**src/rtl/sba_pkg.sv**
```systemverilog
package sba_pkg;
  typedef enum logic [1:0] {
    SEL_CTRL = 2'd0,
    SEL_ADDR = 2'd1,
    SEL_DATA = 2'd2,
    SEL_NONE = 2'd3
  } sba_sel_e;

  typedef enum logic [2:0] {
    V_GO,
    V_BUSY,
    V_HOLD,
    V_SIZE,
    V_ALIGN,
    V_OFF
  } sba_verdict_e;

  localparam logic [2:0] ERR_BUS   = 3'd2;
  localparam logic [2:0] ERR_ALIGN = 3'd3;
  localparam logic [2:0] ERR_SIZE  = 3'd4;
  localparam logic [2:0] ERR_INTG  = 3'd7;

  localparam int CB_BUSY   = 0;
  localparam int CB_BERR   = 1;
  localparam int CB_ERR_LO = 2;
  localparam int CB_SZ_LO  = 5;
  localparam int CB_AINC   = 8;
  localparam int CB_RDADDR = 9;
  localparam int CB_RDDATA = 10;
endpackage

```
**src/rtl/sba_access_check.sv**
```systemverilog
module sba_access_check
  import sba_pkg::*;
#(
  parameter int AW     = 32,
  parameter int LC_W   = 4,
  parameter logic [LC_W-1:0] LC_ON = 4'b0101,
  parameter int MAX_SZ = 2
) (
  input  logic            touch,
  input  logic            busy,
  input  logic [2:0]      err_q,
  input  logic            busy_err_q,
  input  logic [2:0]      size,
  input  logic [AW-1:0]   addr,
  input  logic [LC_W-1:0] lc_dbg_en,
  output sba_verdict_e    verdict
);
  logic [AW-1:0] low_mask;
  logic          misaligned;

  always_comb begin
    low_mask   = (AW'(1) << size) - AW'(1);
    misaligned = (addr & low_mask) != '0;
  end

  always_comb begin
    if (touch && busy)                      verdict = V_BUSY;
    else if (err_q != '0 || busy_err_q)     verdict = V_HOLD;
    else if (int'(size) > MAX_SZ)           verdict = V_SIZE;
    else if (misaligned)                    verdict = V_ALIGN;
    else if (lc_dbg_en != LC_ON)            verdict = V_OFF;
    else                                    verdict = V_GO;
  end
endmodule

```
**src/rtl/sba_bus_port.sv**
```systemverilog
module sba_bus_port #(
  parameter int AW     = 32,
  parameter int DW     = 32,
  parameter int MAX_SZ = 2
) (
  input  logic          clk,
  input  logic          rst_n,
  input  logic          launch,
  input  logic [AW-1:0] l_addr,
  input  logic [DW-1:0] l_wdata,
  input  logic [1:0]    l_size,
  input  logic          l_we,
  output logic          bus_req_valid,
  input  logic          bus_req_ready,
  output logic [AW-1:0] bus_addr,
  output logic [DW-1:0] bus_wdata,
  output logic [1:0]    bus_size,
  output logic          bus_we,
  input  logic          bus_rsp_valid,
  input  logic [DW-1:0] bus_rdata,
  input  logic          bus_rsp_err,
  input  logic          bus_rsp_intg_err,
  output logic          busy,
  output logic          done,
  output logic          done_err,
  output logic          done_intg,
  output logic [DW-1:0] done_rdata,
  output logic          alert_o
);
  typedef enum logic [1:0] {ST_IDLE, ST_REQ, ST_WAIT} st_e;
  st_e  st_q;
  logic alert_q;

  always_ff @(posedge clk or negedge rst_n) begin
    if (!rst_n) begin
      st_q      <= ST_IDLE;
      bus_addr  <= '0;
      bus_wdata <= '0;
      bus_size  <= '0;
      bus_we    <= 1'b0;
      alert_q   <= 1'b0;
    end else begin
      alert_q <= done && bus_rsp_intg_err;
      case (st_q)
        ST_IDLE: if (launch) begin
          st_q      <= ST_REQ;
          bus_addr  <= l_addr;
          bus_wdata <= l_wdata;
          bus_size  <= l_size;
          bus_we    <= l_we;
        end
        ST_REQ:  if (bus_req_ready) st_q <= ST_WAIT;
        ST_WAIT: if (bus_rsp_valid) st_q <= ST_IDLE;
        default: st_q <= ST_IDLE;
      endcase
    end
  end

  always_comb begin
    bus_req_valid = (st_q == ST_REQ);
    busy          = (st_q != ST_IDLE);
    done          = (st_q == ST_WAIT) && bus_rsp_valid;
    done_err      = bus_rsp_err;
    done_intg     = bus_rsp_intg_err;
    done_rdata    = bus_rdata;
    alert_o       = alert_q;
  end


  req_hold_chk: assert property (@(posedge clk) disable iff (!rst_n)
    bus_req_valid && !bus_req_ready |=> bus_req_valid && $stable(bus_addr)
      && $stable(bus_wdata) && $stable(bus_size) && $stable(bus_we));

  req_aligned_chk: assert property (@(posedge clk) disable iff (!rst_n)
    bus_req_valid |-> (bus_addr & ((AW'(1) << bus_size) - AW'(1))) == '0);

  req_size_chk: assert property (@(posedge clk) disable iff (!rst_n)
    bus_req_valid |-> int'(bus_size) <= MAX_SZ);

  alert_pulse_chk: assert property (@(posedge clk) disable iff (!rst_n)
    alert_o |=> !alert_o);

  launch_idle_chk: assert property (@(posedge clk) disable iff (!rst_n)
    launch |-> !busy);
endmodule

```
**src/rtl/sba_regs.sv**
```systemverilog
module sba_regs
  import sba_pkg::*;
#(
  parameter int AW = 32,
  parameter int DW = 32
) (
  input  logic          clk,
  input  logic          rst_n,
  input  logic          reg_req_valid,
  input  logic [1:0]    reg_sel,
  input  logic          reg_we,
  input  logic [DW-1:0] reg_wdata,
  output logic          reg_rsp_valid,
  output logic [DW-1:0] reg_rdata,
  input  logic          busy,
  input  sba_verdict_e  verdict,
  input  logic          done,
  input  logic          done_err,
  input  logic          done_intg,
  input  logic [DW-1:0] done_rdata,
  input  logic          done_we,
  input  logic [1:0]    done_size,
  output logic          touch,
  output logic [AW-1:0] chk_addr,
  output logic [2:0]    size_q,
  output logic [2:0]    err_q,
  output logic          busy_err_q,
  output logic          launch,
  output logic          launch_we,
  output logic [DW-1:0] launch_wdata
);
  logic          ainc_q, rdaddr_q, rddata_q;
  logic [AW-1:0] addr_q;
  logic [DW-1:0] data_q;
  logic          wr_ctrl, wr_addr, wr_data, rd_data, access;
  logic [DW-1:0] ctrl_word, rd_mask;

  always_comb begin
    wr_ctrl = reg_req_valid && reg_we && (reg_sel == SEL_CTRL);
    wr_addr = reg_req_valid && reg_we && (reg_sel == SEL_ADDR);
    wr_data = reg_req_valid && reg_we && (reg_sel == SEL_DATA);
    rd_data = reg_req_valid && !reg_we && (reg_sel == SEL_DATA);
    access  = wr_data || (wr_addr && rdaddr_q) || (rd_data && rddata_q);
    touch   = wr_addr || wr_data || (rd_data && rddata_q);
    chk_addr     = wr_addr ? reg_wdata[AW-1:0] : addr_q;
    launch       = access && (verdict == V_GO);
    launch_we    = wr_data;
    launch_wdata = reg_wdata;
  end

  always_comb begin
    ctrl_word = '0;
    ctrl_word[CB_BUSY]                = busy;
    ctrl_word[CB_BERR]                = busy_err_q;
    ctrl_word[CB_ERR_LO +: 3]         = err_q;
    ctrl_word[CB_SZ_LO +: 3]          = size_q;
    ctrl_word[CB_AINC]                = ainc_q;
    ctrl_word[CB_RDADDR]              = rdaddr_q;
    ctrl_word[CB_RDDATA]              = rddata_q;
  end

  always_comb begin
    rd_mask = '0;
    for (int i = 0; i < DW; i++) begin
      if (i < (8 << done_size)) rd_mask[i] = 1'b1;
    end
  end

  always_ff @(posedge clk or negedge rst_n) begin
    if (!rst_n) begin
      reg_rsp_valid <= 1'b0;
      reg_rdata     <= '0;
    end else begin
      reg_rsp_valid <= reg_req_valid;
      if (reg_req_valid) begin
        case (reg_sel)
          SEL_CTRL: reg_rdata <= ctrl_word;
          SEL_ADDR: reg_rdata <= DW'(addr_q);
          SEL_DATA: reg_rdata <= data_q;
          default:  reg_rdata <= '0;
        endcase
      end
    end
  end

  always_ff @(posedge clk or negedge rst_n) begin
    if (!rst_n) begin
      size_q     <= '0;
      ainc_q     <= 1'b0;
      rdaddr_q   <= 1'b0;
      rddata_q   <= 1'b0;
      err_q      <= '0;
      busy_err_q <= 1'b0;
      addr_q     <= '0;
      data_q     <= '0;
    end else begin
      if (wr_ctrl) begin
        size_q     <= reg_wdata[CB_SZ_LO +: 3];
        ainc_q     <= reg_wdata[CB_AINC];
        rdaddr_q   <= reg_wdata[CB_RDADDR];
        rddata_q   <= reg_wdata[CB_RDDATA];
        err_q      <= err_q & ~reg_wdata[CB_ERR_LO +: 3];
        busy_err_q <= busy_err_q & ~reg_wdata[CB_BERR];
      end
      if (touch && verdict == V_BUSY) busy_err_q <= 1'b1;
      if (wr_addr && !busy) addr_q <= reg_wdata[AW-1:0];
      if (wr_data && !busy) data_q <= reg_wdata;
      if (access && verdict == V_SIZE)  err_q <= ERR_SIZE;
      if (access && verdict == V_ALIGN) err_q <= ERR_ALIGN;
      if (done) begin
        if (done_intg)     err_q <= ERR_INTG;
        else if (done_err) err_q <= ERR_BUS;
        else begin
          if (!done_we) data_q <= done_rdata & rd_mask;
          if (ainc_q)   addr_q <= addr_q + (AW'(1) << done_size);
        end
      end
    end
  end


  err_sticky_chk: assert property (@(posedge clk) disable iff (!rst_n)
    err_q != '0 && !wr_ctrl |=> err_q != '0);

  busy_err_cause_chk: assert property (@(posedge clk) disable iff (!rst_n)
    $rose(busy_err_q) |-> $past(busy));

  rsp_follow_chk: assert property (@(posedge clk) disable iff (!rst_n)
    reg_req_valid |=> reg_rsp_valid);
endmodule

```
**src/rtl/sba_master.sv**
```systemverilog
module sba_master
  import sba_pkg::*;
#(
  parameter int AW   = 32,
  parameter int DW   = 32,
  parameter int LC_W = 4,
  parameter logic [LC_W-1:0] LC_ON = 4'b0101
) (
  input  logic            clk,
  input  logic            rst_n,
  input  logic [LC_W-1:0] lc_dbg_en,
  input  logic            reg_req_valid,
  output logic            reg_req_ready,
  input  logic [1:0]      reg_sel,
  input  logic            reg_we,
  input  logic [DW-1:0]   reg_wdata,
  output logic            reg_rsp_valid,
  output logic [DW-1:0]   reg_rdata,
  output logic            bus_req_valid,
  input  logic            bus_req_ready,
  output logic [AW-1:0]   bus_addr,
  output logic [DW-1:0]   bus_wdata,
  output logic [1:0]      bus_size,
  output logic            bus_we,
  input  logic            bus_rsp_valid,
  input  logic [DW-1:0]   bus_rdata,
  input  logic            bus_rsp_err,
  input  logic            bus_rsp_intg_err,
  output logic            alert_o
);
  localparam int MAX_SZ = $clog2(DW / 8);

  logic          busy, touch, busy_err_q, launch, launch_we;
  logic          done, done_err, done_intg;
  logic [AW-1:0] chk_addr;
  logic [2:0]    size_q, err_q;
  logic [DW-1:0] launch_wdata, done_rdata;
  sba_verdict_e  verdict;

  assign reg_req_ready = 1'b1;

  sba_regs #(.AW(AW), .DW(DW)) u_regs (
    .clk, .rst_n, .reg_req_valid, .reg_sel, .reg_we, .reg_wdata,
    .reg_rsp_valid, .reg_rdata, .busy, .verdict, .done, .done_err,
    .done_intg, .done_rdata, .done_we(bus_we), .done_size(bus_size),
    .touch, .chk_addr, .size_q, .err_q, .busy_err_q, .launch,
    .launch_we, .launch_wdata
  );

  sba_access_check #(.AW(AW), .LC_W(LC_W), .LC_ON(LC_ON), .MAX_SZ(MAX_SZ)) u_check (
    .touch, .busy, .err_q, .busy_err_q, .size(size_q), .addr(chk_addr),
    .lc_dbg_en, .verdict
  );

  sba_bus_port #(.AW(AW), .DW(DW), .MAX_SZ(MAX_SZ)) u_port (
    .clk, .rst_n, .launch, .l_addr(chk_addr), .l_wdata(launch_wdata),
    .l_size(size_q[1:0]), .l_we(launch_we), .bus_req_valid, .bus_req_ready,
    .bus_addr, .bus_wdata, .bus_size, .bus_we, .bus_rsp_valid, .bus_rdata,
    .bus_rsp_err, .bus_rsp_intg_err, .busy, .done, .done_err, .done_intg,
    .done_rdata, .alert_o
  );


  lc_gate_chk: assert property (@(posedge clk) disable iff (!rst_n)
    $rose(bus_req_valid) |-> $past(lc_dbg_en) == LC_ON);
endmodule

```
**config.mk**
```make
export PLATFORM = sky130hd
export DESIGN_NAME = sba_master
export DESIGN_NICKNAME = d
export VERILOG_FILES = /design/src/rtl/sba_pkg.sv /design/src/rtl/sba_access_check.sv /design/src/rtl/sba_bus_port.sv /design/src/rtl/sba_regs.sv /design/src/rtl/sba_master.sv
export SDC_FILE = /design/constraint.sdc
export NUM_CORES = 1
export LEC_CHECK = 0
export ABC_AREA = 0
export BUFFER_PORTS_ARGS = -buffer_cell sky130_fd_sc_hd__buf_4
export CAP_MARGIN = 20
export CORE_MARGIN = 3
export CORE_UTILIZATION = 55
export CTS_CLUSTER_DIAMETER = 30
export DETAILED_ROUTE_END_ITERATION = 12
export PLACE_DENSITY = 0.92
export SETUP_SLACK_MARGIN = 0.2
export SYNTH_ARGS = -nofsm -noshare
export SYNTH_HDL_FRONTEND = slang
export SYNTH_SLANG_ARGS = --single-unit
```
**constraint.sdc**
```tcl
create_clock -name clk -period 7.4 [get_ports clk]
set_input_delay 1.11 -clock clk [delete_from_list [all_inputs] [get_ports clk]]
set_output_delay 1.11 -clock clk [all_outputs]
set_load 0.05 [all_outputs]
```
# After elaboration in Yosys (flattened, before gate mapping)
# Cells that the tools add are included.
totals:
  word_cells: 165
  in_bits: 78
  ff_bits: 177
  out_inout_bits: 103
classes:
  magnitude_cmp: 33
  addsub: 2
  n_bitwise: 6
  n_shift: 3
  n_eq_ne: 11
  n_reduce_logical: 33
  mux: 61
op_table:
  columns: ["op", "n"]
  rows:
  - ["6-bit by 32-bit < comparator with 1-bit output (first input constant)", 16]
  - ["32-bit two-way mux", 11]
  - ["5-bit by 32-bit < comparator with 1-bit output (first input constant)", 8]
  - ["4-bit by 32-bit < comparator with 1-bit output (first input constant)", 4]
  - ["32-bit one-hot mux with 3 select lines", 1]
  - ["32-bit AND", 2]
  - ["3-bit by 32-bit < comparator with 1-bit output (first input constant)", 2]
  - ["1-bit two-way mux", 34]
  - ["3-bit two-way mux", 11]
  - ["32-bit adder", 1]
  - ["1-bit by 32-bit < comparator with 1-bit output (first input constant)", 1]
  - ["2-bit by 32-bit < comparator with 1-bit output (first input constant)", 1]
  - ["32-bit nonzero test", 1]
  - ["1-bit by 2-bit << shifter with 32-bit output (first input constant)", 1]
  - ["1-bit by 3-bit << shifter with 32-bit output (first input constant)", 1]
  - ["4-bit by 2-bit << shifter with 32-bit output (first input constant)", 1]
  - ["32-bit by 2-bit subtractor with 32-bit output (second input constant)", 1]
  - ["1-bit logical AND", 17]
  - ["2-bit two-way mux", 3]
  - ["2-bit one-hot mux with 3 select lines", 1]
  - ["1-bit logical OR", 5]
  - ["2-bit by 1-bit == test with 1-bit output (second input constant)", 2]
  - ["2-bit == test (second input constant)", 2]
  - ["2-bit logical NOT", 2]
  - ["other kinds (17)", 20]

# Longest topological paths before layout
# Gate-level depths: netlist of the first run.
logic_depth:
  word_depth: 16
  depth_mapped: 12
  ltp_nobuf: 10

# Modules after synthesis
# Synthesis of the first run repeated with hierarchy kept, for this count alone.
unflattened:
  hier_cells: 963
  hier_area_um2: 9485.3
by_module_without_submodules:
  columns: ["mod", "seq_area_each_um2", "cells_per_inst", "instances", "area_each_um2"]
  rows:
  - ["sba_regs", 2677.6, 742, 1, 6396.1]
  - ["sba_bus_port", 1751.7, 188, 1, 2884.0]
  - ["sba_access_check", 0.0, 31, 1, 193.9]
  - ["sba_master", 0.0, 2, 1, 11.3]

# Worst setup path before layout of the first run
# OpenSTA, ideal clock, no wires.
synth_timing:
  path_kind: "input to register"
  startpoint: "in reg_req_valid"
  endpoint: "reg u_port.bus_wdata[22]"
  setup_ps: 128
  arrival_time_ps: 3117
  path_buffers: 2
  cell_stages: 7
  t_required_ps: 7272
  setup_slack_ps: 4156
  path_cell_list: "or4b_1 > or4_1 > a2111oi_2 > nand4_1 > buf_4 > buf_6 > mux2_1"
synth_via:
  elab_chain_cells: 12
  word_cells_on_any_way: 22
  classes_between: "mux: 5; bitwise: 1; reduce/logical: 16"
synth_lines:
  columns: ["element", "line", "source"]
  rows:
  - ["from (decl)", "sba_master.sv:12", "input logic reg_req_valid,"]
  - ["1-bit logical AND", "sba_regs.sv:40, sba_regs.sv:41", null]
  - ["1-bit logical AND", "sba_regs.sv:40", "wr_addr = reg_req_valid && reg_we && (reg_sel == SEL_ADDR);"]
  - ["32-bit two-way mux", "sba_regs.sv:45", "chk_addr = wr_addr ? reg_wdata[AW-1:0] : addr_q;"]
  - ["32-bit AND", "sba_access_check.sv:23", "misaligned = (addr & low_mask) != '0;"]
  - ["32-bit nonzero test", "sba_access_check.sv:23", null]
  - ["3-bit two-way mux", "sba_access_check.sv:30", "else if (misaligned) verdict = V_ALIGN;"]
  - ["3-bit two-way mux", "sba_access_check.sv:29", "else if (int'(size) > MAX_SZ) verdict = V_SIZE;"]
  - ["3-bit two-way mux", "sba_access_check.sv:28", "else if (err_q != '0 || busy_err_q) verdict = V_HOLD;"]
  - ["3-bit two-way mux", "sba_access_check.sv:27", "if (touch && busy) verdict = V_BUSY;"]
  - ["3-bit logical NOT", "sba_regs.sv:46", "launch = access && (verdict == V_GO);"]
  - ["1-bit logical AND (*)", "sba_regs.sv:46", null]
  - ["2-bit AND reduction (no source line) (*)", null, null]
  - ["to (signal assigned)", "sba_bus_port.sv:48", "bus_wdata <= l_wdata;"]
  - ["to (decl)", "sba_bus_port.sv:16", "output logic [DW-1:0] bus_wdata,"]
# Every way passes the cells marked *; elsewhere a longest branch is shown, timed or not.
# A chain may end at the register's enable or synchronous reset.

# Worst setup path in the final report of the first run
layout_timing:
  startpoint: "reg u_port.bus_size[1]"
  endpoint: "reg u_regs.addr_q[30]"
layout_via:
  elab_chain_cells: 6
layout_lines:
  columns: ["element", "line", "source"]
  rows:
  - ["from (decl)", "sba_bus_port.sv:17", "output logic [1:0] bus_size,"]
  - ["from (signal assigned)", "sba_bus_port.sv:49", "bus_size <= l_size;"]
  - ["1-bit by 2-bit << shifter with 32-bit output", "sba_regs.sv:115", "if (ainc_q) addr_q <= addr_q + (AW'(1) << done_size);"]
  - ["32-bit adder", "sba_regs.sv:115", null]
  - ["32-bit two-way mux", "sba_regs.sv:115", null]
  - ["32-bit two-way mux", "sba_regs.sv:112", "else if (done_err) err_q <= ERR_BUS;"]
  - ["32-bit two-way mux", "sba_regs.sv:111", "if (done_intg) err_q <= ERR_INTG;"]
  - ["32-bit two-way mux", "sba_regs.sv:110", "if (done) begin"]
  - ["to (signal assigned)", "sba_regs.sv:106", "if (wr_addr && !busy) addr_q <= reg_wdata[AW-1:0];"]
  - ["to (signal assigned)", "sba_regs.sv:115", null]
  - ["to (decl)", "sba_regs.sv:33", "logic [AW-1:0] addr_q;"]
# Every way passes these cells.

==> results of run 1 <==
==> logic make-up after synthesis <==
family,share of synthesized area (%)
AOI/OAI and AO/OA,15.1
xor gates and xnor gates,0.299
adders and majority gates,1.08
buffers and inverters,3.46
DFF,50.4
muxes,18.9
other,0.0427
and+or+nand+nor,10.7
==> final cells by class <==
type                            instances  area, µm²  area share, %
Sequential cell                       177       4430           40.6
Multi-Input combinational cell        563       4060           37.3
Timing Repair Buffer                  192       1470           13.5
Clock buffer                           18        439           4.03
Tap cell                              211        264           2.42
Clock inverter                         14        178           1.63
Inverter                               16       60.1          0.551
==> flip-flops by register name (all words and copies together), names as in the netlist, 2 cells and up <==
register,count
u_regs.data_q,32
u_regs.addr_q,32
u_regs.size_q,3
u_port.bus_wdata,32
u_regs.reg_rdata,32
u_port.bus_addr,32
u_port.bus_size,2
u_regs.err_q,3
u_port.st_q,2
==> layer usage <==
layer  global-route usage, %  vias to the layer above
li1                        -                     3285
met1                    35.6                     3673
met2                    46.3                      413
met3                    7.18                       51
met4                    10.1                        0
met5                       0                        -
==> worst max path at each step <==
stage	from	to	slack [ns]	cells past startpoint
floorplan	reg_req_valid	u_port.bus_wdata[22]	4.16	7
global placement	reg_req_valid	u_port.bus_wdata[22]	2.55	8
detailed placement	reg_req_valid	u_port.bus_wdata[22]	2.42	8
CTS	reg_req_valid	u_port.bus_size[0]	2.81	8
global route	u_port.bus_size[1]	u_regs.addr_q[30]	3.28	10
finish	u_port.bus_size[1]	u_regs.addr_q[30]	3.49	10
==> power by group through the flow <==
stage	combinational, mW	clock (mW)	sequential, mW
after global placement	0.598	0	1.25
final	0.628	0.941	1.25
after floorplan	0.305	0	1.34
after global routing	0.682	0.991	1.26
after CTS	0.627	0.949	1.24
after detailed placement	0.617	0	1.26
==> layout by cell type, fill, tap and decap left out, types with 3 or more instances in the layout <==
master,n
a211oi_1,19
a21oi_1,112
a22oi_1,24
a311oi_1,15
a31oi_1,3
and2_1,8
and3_1,14
and4_1,5
buf_4,187
buf_8,3
bufinv_16,3
clkbuf_16,17
clkinv_4,3
clkinvlp_4,4
dfrtp_1,177
ha_1,6
inv_1,16
inv_6,3
mux2_1,3
mux2_2,85
mux2_4,16
mux2i_1,43
nand2_1,28
nand2b_1,4
nand3_1,9
nand4_1,8
nor2_1,87
nor2b_1,3
nor3_1,9
o211ai_1,3
o21ai_0,13
or2_2,5
or4_1,3
==> per-stage QoR <==
stage / worst slack [ns] / cells / hold slack [ns]
detailed placement: 2.42 / 1156 / 0.484
floorplan: 4.16 / 815 / 0.467
global route: 3.28 / 1191 / 0.512
finish: 3.49 / 1191 / 0.494
CTS: 2.81 / 1188 / 0.498
global placement: 2.55 / 1155 / 0.476
==> critical path: cells and delay by family (launching register included) <==
family / cells / cell delay [ns]
fa+ha+maj: 2 / 0.56
buf+inv: 2 / 0.15
compound gates: 4 / 1.64
flops: 1 / 0.73
simple gates: 2 / 0.73
==> summary.txt, run 1 <==
Detailed routing
  – WL met3: 2080 µm
  – Metal2 WL: 12000 µm
  – DR top layer: met4
  – Drt first pass iters: 6
  – Routed Antenna Nets: 0
  – Initial DRC Count: 586
  – Vias: 7422
  – Post-route DRC: 0
  – Metal1 wirelength: 9660 µm
  – Final WL: 24300 µm
  – DR WL/cell: 20.4 µm
  – Vias/cell: 6.23

Finish
  – Fill cells: 1104
  – Fin area: 0.0109 mm²
  – Layout area overhead: 24.1%
  – Share of layout cells above drive strength 1: 34.7%
  – Post-layout util: 70.7%
  – Final nets: 1052
  – N_diodes: 0

Global routing
  – Grt total ovfl: 0
  – Initial antenna violation count: 0
  – Total GRT Usage: 27.9%
  – First-pass GRT wire length: 39100 µm
  – Vias in the first global route: 7631
  – Largest net degree at the start of global routing: 100

Power
  – Switching pwr: 914 µW
  – Clk network pwr share: 33.4%
  – Comb power frac: 22.3%
  – Pint: 1.90 mW
  – Sequential Power Share: 44.3%
  – Sw frac: 32.4%
  – Worst vdd rail ir drop: 0.220 mV
  – Pwr per Cell Area: 259 mW/mm²
  – Tot Pwr: 2.82 mW
  – Total leakage power: 5.22 nW

CTS
  – TritonCTS Buffers: 17
  – Clock transition at the registers of the reported paths: 0.07 ns
  – TritonCTS clock tree: done
  – Root Driver: clkbuf_16
  – Hold buffers post-CTS: 0
  – Worst skew pair latency: 0.44 ns
  – Clock Sinks: 177
  – Bufs on Longest Clock Path: 2
  – Setup Buffers After CTS: 0
  – CTS H-tree depth: 4
  – Cts repair resizes: 0

Setup path
  – Most common cell on crit path: inv_1
  – Cell-by-cell trace of the critical path: or2_2 > inv_1 > ha_1 > inv_1 > fa_1 > nor2b_1 > o21ai_0 > a2111oi_2 > a311oi_1 > a211oi_1
  – Worst reg2reg startpoint: u_port.bus_size[1]
  – Crit Path Max Fanout: 22
  – R2r setup slk: 3.49 ns
  – Worst R2R End: u_regs.addr_q[30]
  – Crit start category: flip-flop
  – CP Class: flip-flop to flip-flop
  – Critical path's largest stage delay: 0.92 ns
  – Slowest-stage cell, CP: a2111oi_2
  – Crit. End Element: flip-flop
  – Data arrival, critical path: 4.25 ns
  – R2R depth: 10
  – Worst endpoint required time: 7.75 ns

Yosys
  – Post-Syn Instances: 815
  – FFs w/ async S/R, synth: 100%
  – Yosys cell types: 59
  – Sequential fraction of the synthesis area: 50.4%
  – Synthesized Nets: 900
  – Cell with the most instances after synthesis: dfrtp_1
  – Synth warn: 0
  – EDFF count, synth: 0
  – Mean post-synth cell area: 10.8 µm²
  – Synthesized area: 0.00878 mm²
  – Area share of the largest cell type after synthesis: 50.4%
  – Synth top cells by count: dfrtp_1 (177), a21oi_1 (112), nor2_1 (88)
  – Top cells by area, synth: dfrtp_1 (50%), mux2_2 (11%), a21oi_1 (6.4%), mux2i_1 (4.9%), nor2_1 (3.8%)
  – Post-synth top flop: dfrtp_1
  – Dominant cell type by area after synthesis: dfrtp_1
  – Flops & latches, synth: 177

Die
  – # rows: 45
  – Core ar.: 0.0154 mm²
  – Initial Utilization: 56.9%
  – Overall die height: 132 µm
  – # IOs: 181
  – DIE AREA: 0.0175 mm²
  – Die W: 132 µm

Worst hold path
  – Hold EP: u_port.bus_wdata[30]
  – Worst hold start: u_port.bus_wdata[30]
  – Hold Path Stages: 1
  – Hold Path Class: flip-flop to flip-flop

Run status
  – Status: finished clean

Placed design
  – Dpl hpwl: 15900 µm
  – # port buffers: 179
  – Placed inst area: 0.0102 mm²
  – RePlAce Congestion: 0.906

STA
  – Hold Vio Cnt, Final: 0
  – Clock Skew: 0.0141 ns
  – # setup viols final: 0
  – Post-layout minimum cycle time: 3.91 ns
  – Fin crit share: 52.8%
  – Pins over their slew limit: 0
  – FMAX: 256 MHz
  – Setup TNS: 0 ns
  – Unrepaired setup endpoints after global routing: no
  – Max_slew headroom: 33.9%
  – Worst slew pin tran: 0.992 ns

Job
  – MaxCap Viol Count: 0
Note: power is estimated with default switching activity, not from simulation.
==> run 2: changes to the inputs <==
--- a/config.mk
+++ b/config.mk
@@ -9,10 +9,10 @@
 export BUFFER_PORTS_ARGS = -buffer_cell sky130_fd_sc_hd__buf_4
 export CAP_MARGIN = 20
 export CORE_MARGIN = 3
-export CORE_UTILIZATION = 55
+export CORE_UTILIZATION = 50
 export CTS_CLUSTER_DIAMETER = 30
 export DETAILED_ROUTE_END_ITERATION = 12
-export PLACE_DENSITY = 0.92
+export PLACE_DENSITY = 0.89
 export SETUP_SLACK_MARGIN = 0.2
 export SYNTH_ARGS = -nofsm -noshare
 export SYNTH_HDL_FRONTEND = slang
==> constraint.sdc (replaced) <==
create_clock -name clk -period 3.4 [get_ports clk]
set_input_delay 0.51 -clock clk [delete_from_list [all_inputs] [get_ports clk]]
set_output_delay 0.51 -clock clk [all_outputs]
set_load 0.05 [all_outputs]
==> summary.txt, run 2 (same netlist as run 1, synthesis figures left out) <==
Finish
  – Fill cells: 1261
  – Most common cell after layout, fill and taps aside: buf_4
  – Share of layout cells above drive strength 1: 35.3%
  – Post-layout util: 65.0%
  – Multi-input logic area: 0.00407 mm²
  – N_diodes: 0
  – Most frequent cells in the layout: buf_4 (201), dfrtp_1 (177), a21oi_1 (112), nor2_1 (87), mux2_2 (85)
  – Layout area overhead: 24.9%
  – Final nets: 1063
  – Reg area: 0.00443 mm²

STA
  – FMAX: 342 MHz
  – Pins over their slew limit: 0
  – Clock Skew: 0.0108 ns
  – Max_slew headroom: 51.3%
  – Worst slew pin tran: 0.731 ns
  – Setup TNS: 0 ns
  – Worst hold slack: 0.0219 ns
  – # setup viols final: 0
  – Hold Vio Cnt, Final: 0
  – Fin crit share: 86.0%
  – Post-layout minimum cycle time: 2.92 ns
  – Unrepaired setup endpoints after global routing: yes

Power
  – Total leakage power: 5.27 nW
  – Worst vdd rail ir drop: 0.395 mV
  – Pwr per Cell Area: 555 mW/mm²

Detailed routing
  – Vias: 7276
  – Post-route DRC: 0
  – DR WL/cell: 20.0 µm
  – Drt first pass iters: 5
  – Initial DRC Count: 612
  – Final WL: 24200 µm
  – Routed Antenna Nets: 0
  – Vias/cell: 6.01

Die
  – Overall die height: 139 µm
  – Initial Utilization: 52.0%
  – DIE AREA: 0.0192 mm²
  – Core ar.: 0.0169 mm²
  – Die W: 139 µm
  – # rows: 47
  – # IOs: 181

Setup path
  – R2R depth: 11
  – Slowest-stage cell, CP: dfrtp_1
  – Crit path to: u_regs.addr_q[28]
  – WP buf/inv: 3
  – Worst endpoint required time: 3.73 ns
  – CP top delay family: compound AO/OA/AOI/OAI gates
  – Critical path origin: u_port.bus_size[0]
  – CP Class: flip-flop to flip-flop
  – WP depth: 11
  – R2r setup slk: 0.48 ns
  – Worst R2R End: u_regs.addr_q[28]
  – Data arrival, critical path: 3.25 ns
  – Most common cell on crit path: inv_1
  – Crit. End Element: flip-flop
  – Crit start category: flip-flop
  – Critical path's largest stage delay: 0.43 ns
  – Cell-by-cell trace of the critical path: or2_2 > inv_1 > ha_1 > inv_1 > fa_1 > nor2b_1 > o21ai_0 > a2111oi_2 > buf_4 > a311oi_1 > a211oi_1
  – Worst reg2reg startpoint: u_port.bus_size[0]
  – Crit Path Max Fanout: 9

Global routing
  – Initial antenna violation count: 0
  – First-pass GRT wire length: 39000 µm
  – Grt total ovfl: 0
  – Total GRT Usage: 24.8%
  – Vias in the first global route: 7470
  – Largest net degree at the start of global routing: 70

CTS
  – Clock Sinks: 177
  – Clock transition at the registers of the reported paths: 0.07 ns
  – TritonCTS Buffers: 17
  – CTS H-tree depth: 4
  – Bufs on Longest Clock Path: 2
  – Root Driver: clkbuf_16
  – Worst skew pair latency: 0.43 ns
  – TritonCTS clock tree: done

Worst hold path
  – Hold Path Class: primary input to asynchronous set/reset pin

Job
  – MaxCap Viol Count: 0

Placed design
  – RePlAce Congestion: 0.886
  – Dpl hpwl: 16600 µm
  – # port buffers: 179

Run status
  – Status: finished clean
run 2: what timing repair did:
| action | CTS | global route |
|---|---|---|
| setup endpoints to repair | 0 | 1 |
| hold buffers | 0 | 0 |
| resized for setup | 0 | 1 |
| buffers inserted | 0 | 0 |
run 2: worst min-delay path by stage:
| stage | startpoint | to | slack [ns] |
|---|---|---|---|
| 2_1_floorplan | rst_n | u_port.alert_o | 0.21 |
| 3_3_place_gp | u_port.bus_wdata[30] | u_port.bus_wdata[30] | 0.47 |
| 3_5_place_dp | rst_n | u_regs.reg_rdata[2] | 0.48 |
| 4_1_cts | rst_n | u_port.bus_addr[0] | 0.02 |
| 5_1_grt | rst_n | u_regs.reg_rdata[2] | 0.04 |
| 6_report | rst_n | u_regs.reg_rdata[2] | 0.02 |
run 2: worst register-to-register path, cell delays in order, from the launching register on:
cell and delay, ns:
dfrtp_1 0.43, or2_2 0.40, inv_1 0.09, ha_1 0.17
inv_1 0.06, fa_1 0.39, nor2b_1 0.12, o21ai_0 0.23
a2111oi_2 0.43, buf_4 0.22, a311oi_1 0.10, a211oi_1 0.20
run 2: area by class of cell:
type                       count  share of cell area (%)
clock buffer                  18                    3.91
clock inverter                14                    1.53
inverter                      16                   0.548
multi-input combinational    563                    37.1
sequential                   177                    40.4
tap                          220                    2.51
timing repair buffer         203                    14.1
run 2: power breakdown:
part / switching, mW / internal, mW
clock: 0.889 / 1.11
sequential: 0.315 / 2.40
combinational: 0.807 / 0.565
total: 2.01 / 4.07
run 2: per-layer routing:
| metal | vias to the layer above | track usage (%) | part of all wire, % | routed length (µm) |
|---|---|---|---|---|
| met4 | 0 | 8.79 | 2.4 | 571 |
| met3 | 54 | 5.93 | 7.0 | 1710 |
| met2 | 331 | 39.6 | 48 | 11600 |
| li1 | 3313 | - | - | - |
| met5 | - | 0 | 0 | 0 |
| met1 | 3578 | 33.5 | 43 | 10300 |
run 2: per-stage QoR:
stage	std cells	cell area (µm²)	power, mW	setup WS [ns]
2_1_floorplan	815	8780	3.57	0.232
3_3_place_gp	1179	10400	4.04	0.506
3_5_place_dp	1179	10400	4.09	0.425
4_1_cts	1211	11000	6.10	0.487
5_1_grt	1211	11000	6.34	0.196
6_report	1211	11000	6.08	0.476
==> run 3: changes to the inputs <==
--- a/config.mk
+++ b/config.mk
@@ -8,6 +8,7 @@
 export ABC_AREA = 0
 export BUFFER_PORTS_ARGS = -buffer_cell sky130_fd_sc_hd__buf_4
 export CAP_MARGIN = 20
+export CORE_ASPECT_RATIO = 0.5
 export CORE_MARGIN = 3
 export CORE_UTILIZATION = 50
 export CTS_CLUSTER_DIAMETER = 30
==> summary.txt, run 3 (same netlist as run 1, synthesis figures left out) <==
Global routing
  – Vias in the first global route: 7501
  – Largest net degree at the start of global routing: 57
  – Initial antenna violation count: 0
  – Grt total ovfl: 0
  – First-pass GRT wire length: 41400 µm
  – Total GRT Usage: 27.1%

Finish
  – N_diodes: 0
  – Final nets: 1060
  – Most frequent cells in the layout: buf_4 (196), dfrtp_1 (177), a21oi_1 (112), nor2_1 (87), mux2_2 (85)
  – Fin area: 0.0110 mm²
  – Layout area overhead: 24.8%
  – Share of layout cells above drive strength 1: 35.2%
  – Fill cells: 1276
  – Most common cell after layout, fill and taps aside: buf_4

Die
  – DIE AREA: 0.0193 mm²
  – Initial Utilization: 52.3%
  – Overall die height: 99.7 µm
  – Core ar.: 0.0168 mm²
  – # IOs: 181
  – # rows: 33
  – Die W: 193 µm

Run status
  – Status: finished clean

Detailed routing
  – Vias/cell: 6.08
  – Routed Antenna Nets: 0
  – Initial DRC Count: 690
  – Vias: 7385
  – Final WL: 26000 µm
  – Post-route DRC: 0
  – Drt first pass iters: 5
  – DR WL/cell: 21.4 µm

Setup path
  – Worst endpoint required time: 3.72 ns
  – Data arrival, critical path: 3.32 ns
  – Crit. End Element: flip-flop
  – R2R depth: 7
  – Crit start category: flip-flop
  – CP Class: flip-flop to flip-flop
  – Crit Path Max Fanout: 53

CTS
  – CTS H-tree depth: 4
  – Clock transition at the registers of the reported paths: 0.08 ns
  – TritonCTS Buffers: 17
  – Bufs on Longest Clock Path: 2
  – Clock Sinks: 177
  – TritonCTS clock tree: done
  – Worst skew pair latency: 0.44 ns
  – Root Driver: clkbuf_16

Placed design
  – RePlAce Congestion: 0.893
  – Placed inst area: 0.0104 mm²
  – # port buffers: 179
  – Dpl hpwl: 17900 µm

STA
  – Unrepaired setup endpoints after global routing: no
  – Pins over their slew limit: 0
  – Hold Vio Cnt, Final: 0
  – Setup TNS: 0 ns
  – Post-layout minimum cycle time: 3.00 ns
  – Clock Skew: 0.0121 ns
  – # setup viols final: 0
  – Fin crit share: 88.1%
  – Max_slew headroom: 44.9%
  – FMAX: 334 MHz
  – Worst slew pin tran: 0.827 ns

Worst hold path
  – Hold Path Class: primary input to asynchronous set/reset pin

Power
  – Worst vdd rail ir drop: 0.360 mV
  – Pwr per Cell Area: 555 mW/mm²
  – Total leakage power: 5.26 nW

Job
  – MaxCap Viol Count: 0
[run 3: cell count changes in the layout (fill, tap and decap cells not counted), sizes merged]
cell,delta
inv,+3
clkinv,+1
clkinvlp,-1
buf,-2
clkbuf,-2
bufinv,-2
[run 3: path summary, 6_finish.rpt]
kind	to	slack, ns	startpoint
setup / recovery	u_port.bus_size[0]	0.40	u_regs.size_q[2]
min in group clk	u_port.st_q[0]	0.28	bus_req_ready
hold / removal	u_regs.data_q[26]	0.03	rst_n
setup reg to reg	u_port.bus_size[0]	0.40	u_regs.size_q[2]
max in group asynchronous	u_regs.reg_rdata[10]	2.47	rst_n
hold reg to reg	u_port.bus_wdata[22]	0.50	u_port.bus_wdata[22]
[run 3: cell type report]
class	count	area (µm²)	area share, %
clock buffer	17	425	3.88
clock inverter	15	159	1.45
inverter	16	60.1	0.548
multi-input combinational	563	4060	37.1
sequential	177	4430	40.4
tap	227	284	2.59
timing repair buffer	200	1540	14.1
[run 3: worst max-delay path, stage by stage (launching register included)]
cell and delay (ns):
dfrtp_1 0.48, or2_2 0.33, ha_1 0.19, or4_1 0.53, a2111oi_2 0.32, nand4_1 0.17, buf_4 0.41, mux2_1 0.42
[run 3: per-layer routing]
metal | wire, µm | vias up | global-route usage (%)
li1 | - | 3297 | -
met2 | 12000 | 377 | 41.8
met5 | 0 | - | 0
met1 | 11700 | 3663 | 38.8
met4 | 432 | 0 | 8.05
met3 | 1860 | 48 | 5.96
[run 3: stage by stage]
step                worst slack (ns)  power [mW]  utilization (%)  hold WS (ns)  cells
floorplan                      0.232        3.57                -         0.214    815
global placement               0.366        4.07             61.8         0.478   1183
detailed placement             0.235        4.12             61.8         0.482   1183
CTS                            0.316        6.09             65.2        0.0427   1215
global route                   0.220        6.35             65.2        0.0620   1215
finish                         0.404        6.09             65.2        0.0341   1215
[run 3: where the power goes]
| part | total, mW | leakage, nW | internal [mW] | switching (mW) |
|---|---|---|---|---|
| clock network | 1.97 | 0.286 | 0.988 | 0.984 |
| logic | 1.39 | 2.73 | 0.566 | 0.821 |
| registers | 2.73 | 2.24 | 2.40 | 0.331 |
| total | 6.09 | 5.26 | 3.95 | 2.14 |
[run 3: timing repair]
item	in CTS	in global routing
hold buffers	0	0
setup buffers	0	0
endpoints found under the setup margin	0	5
resized for setup	0	1
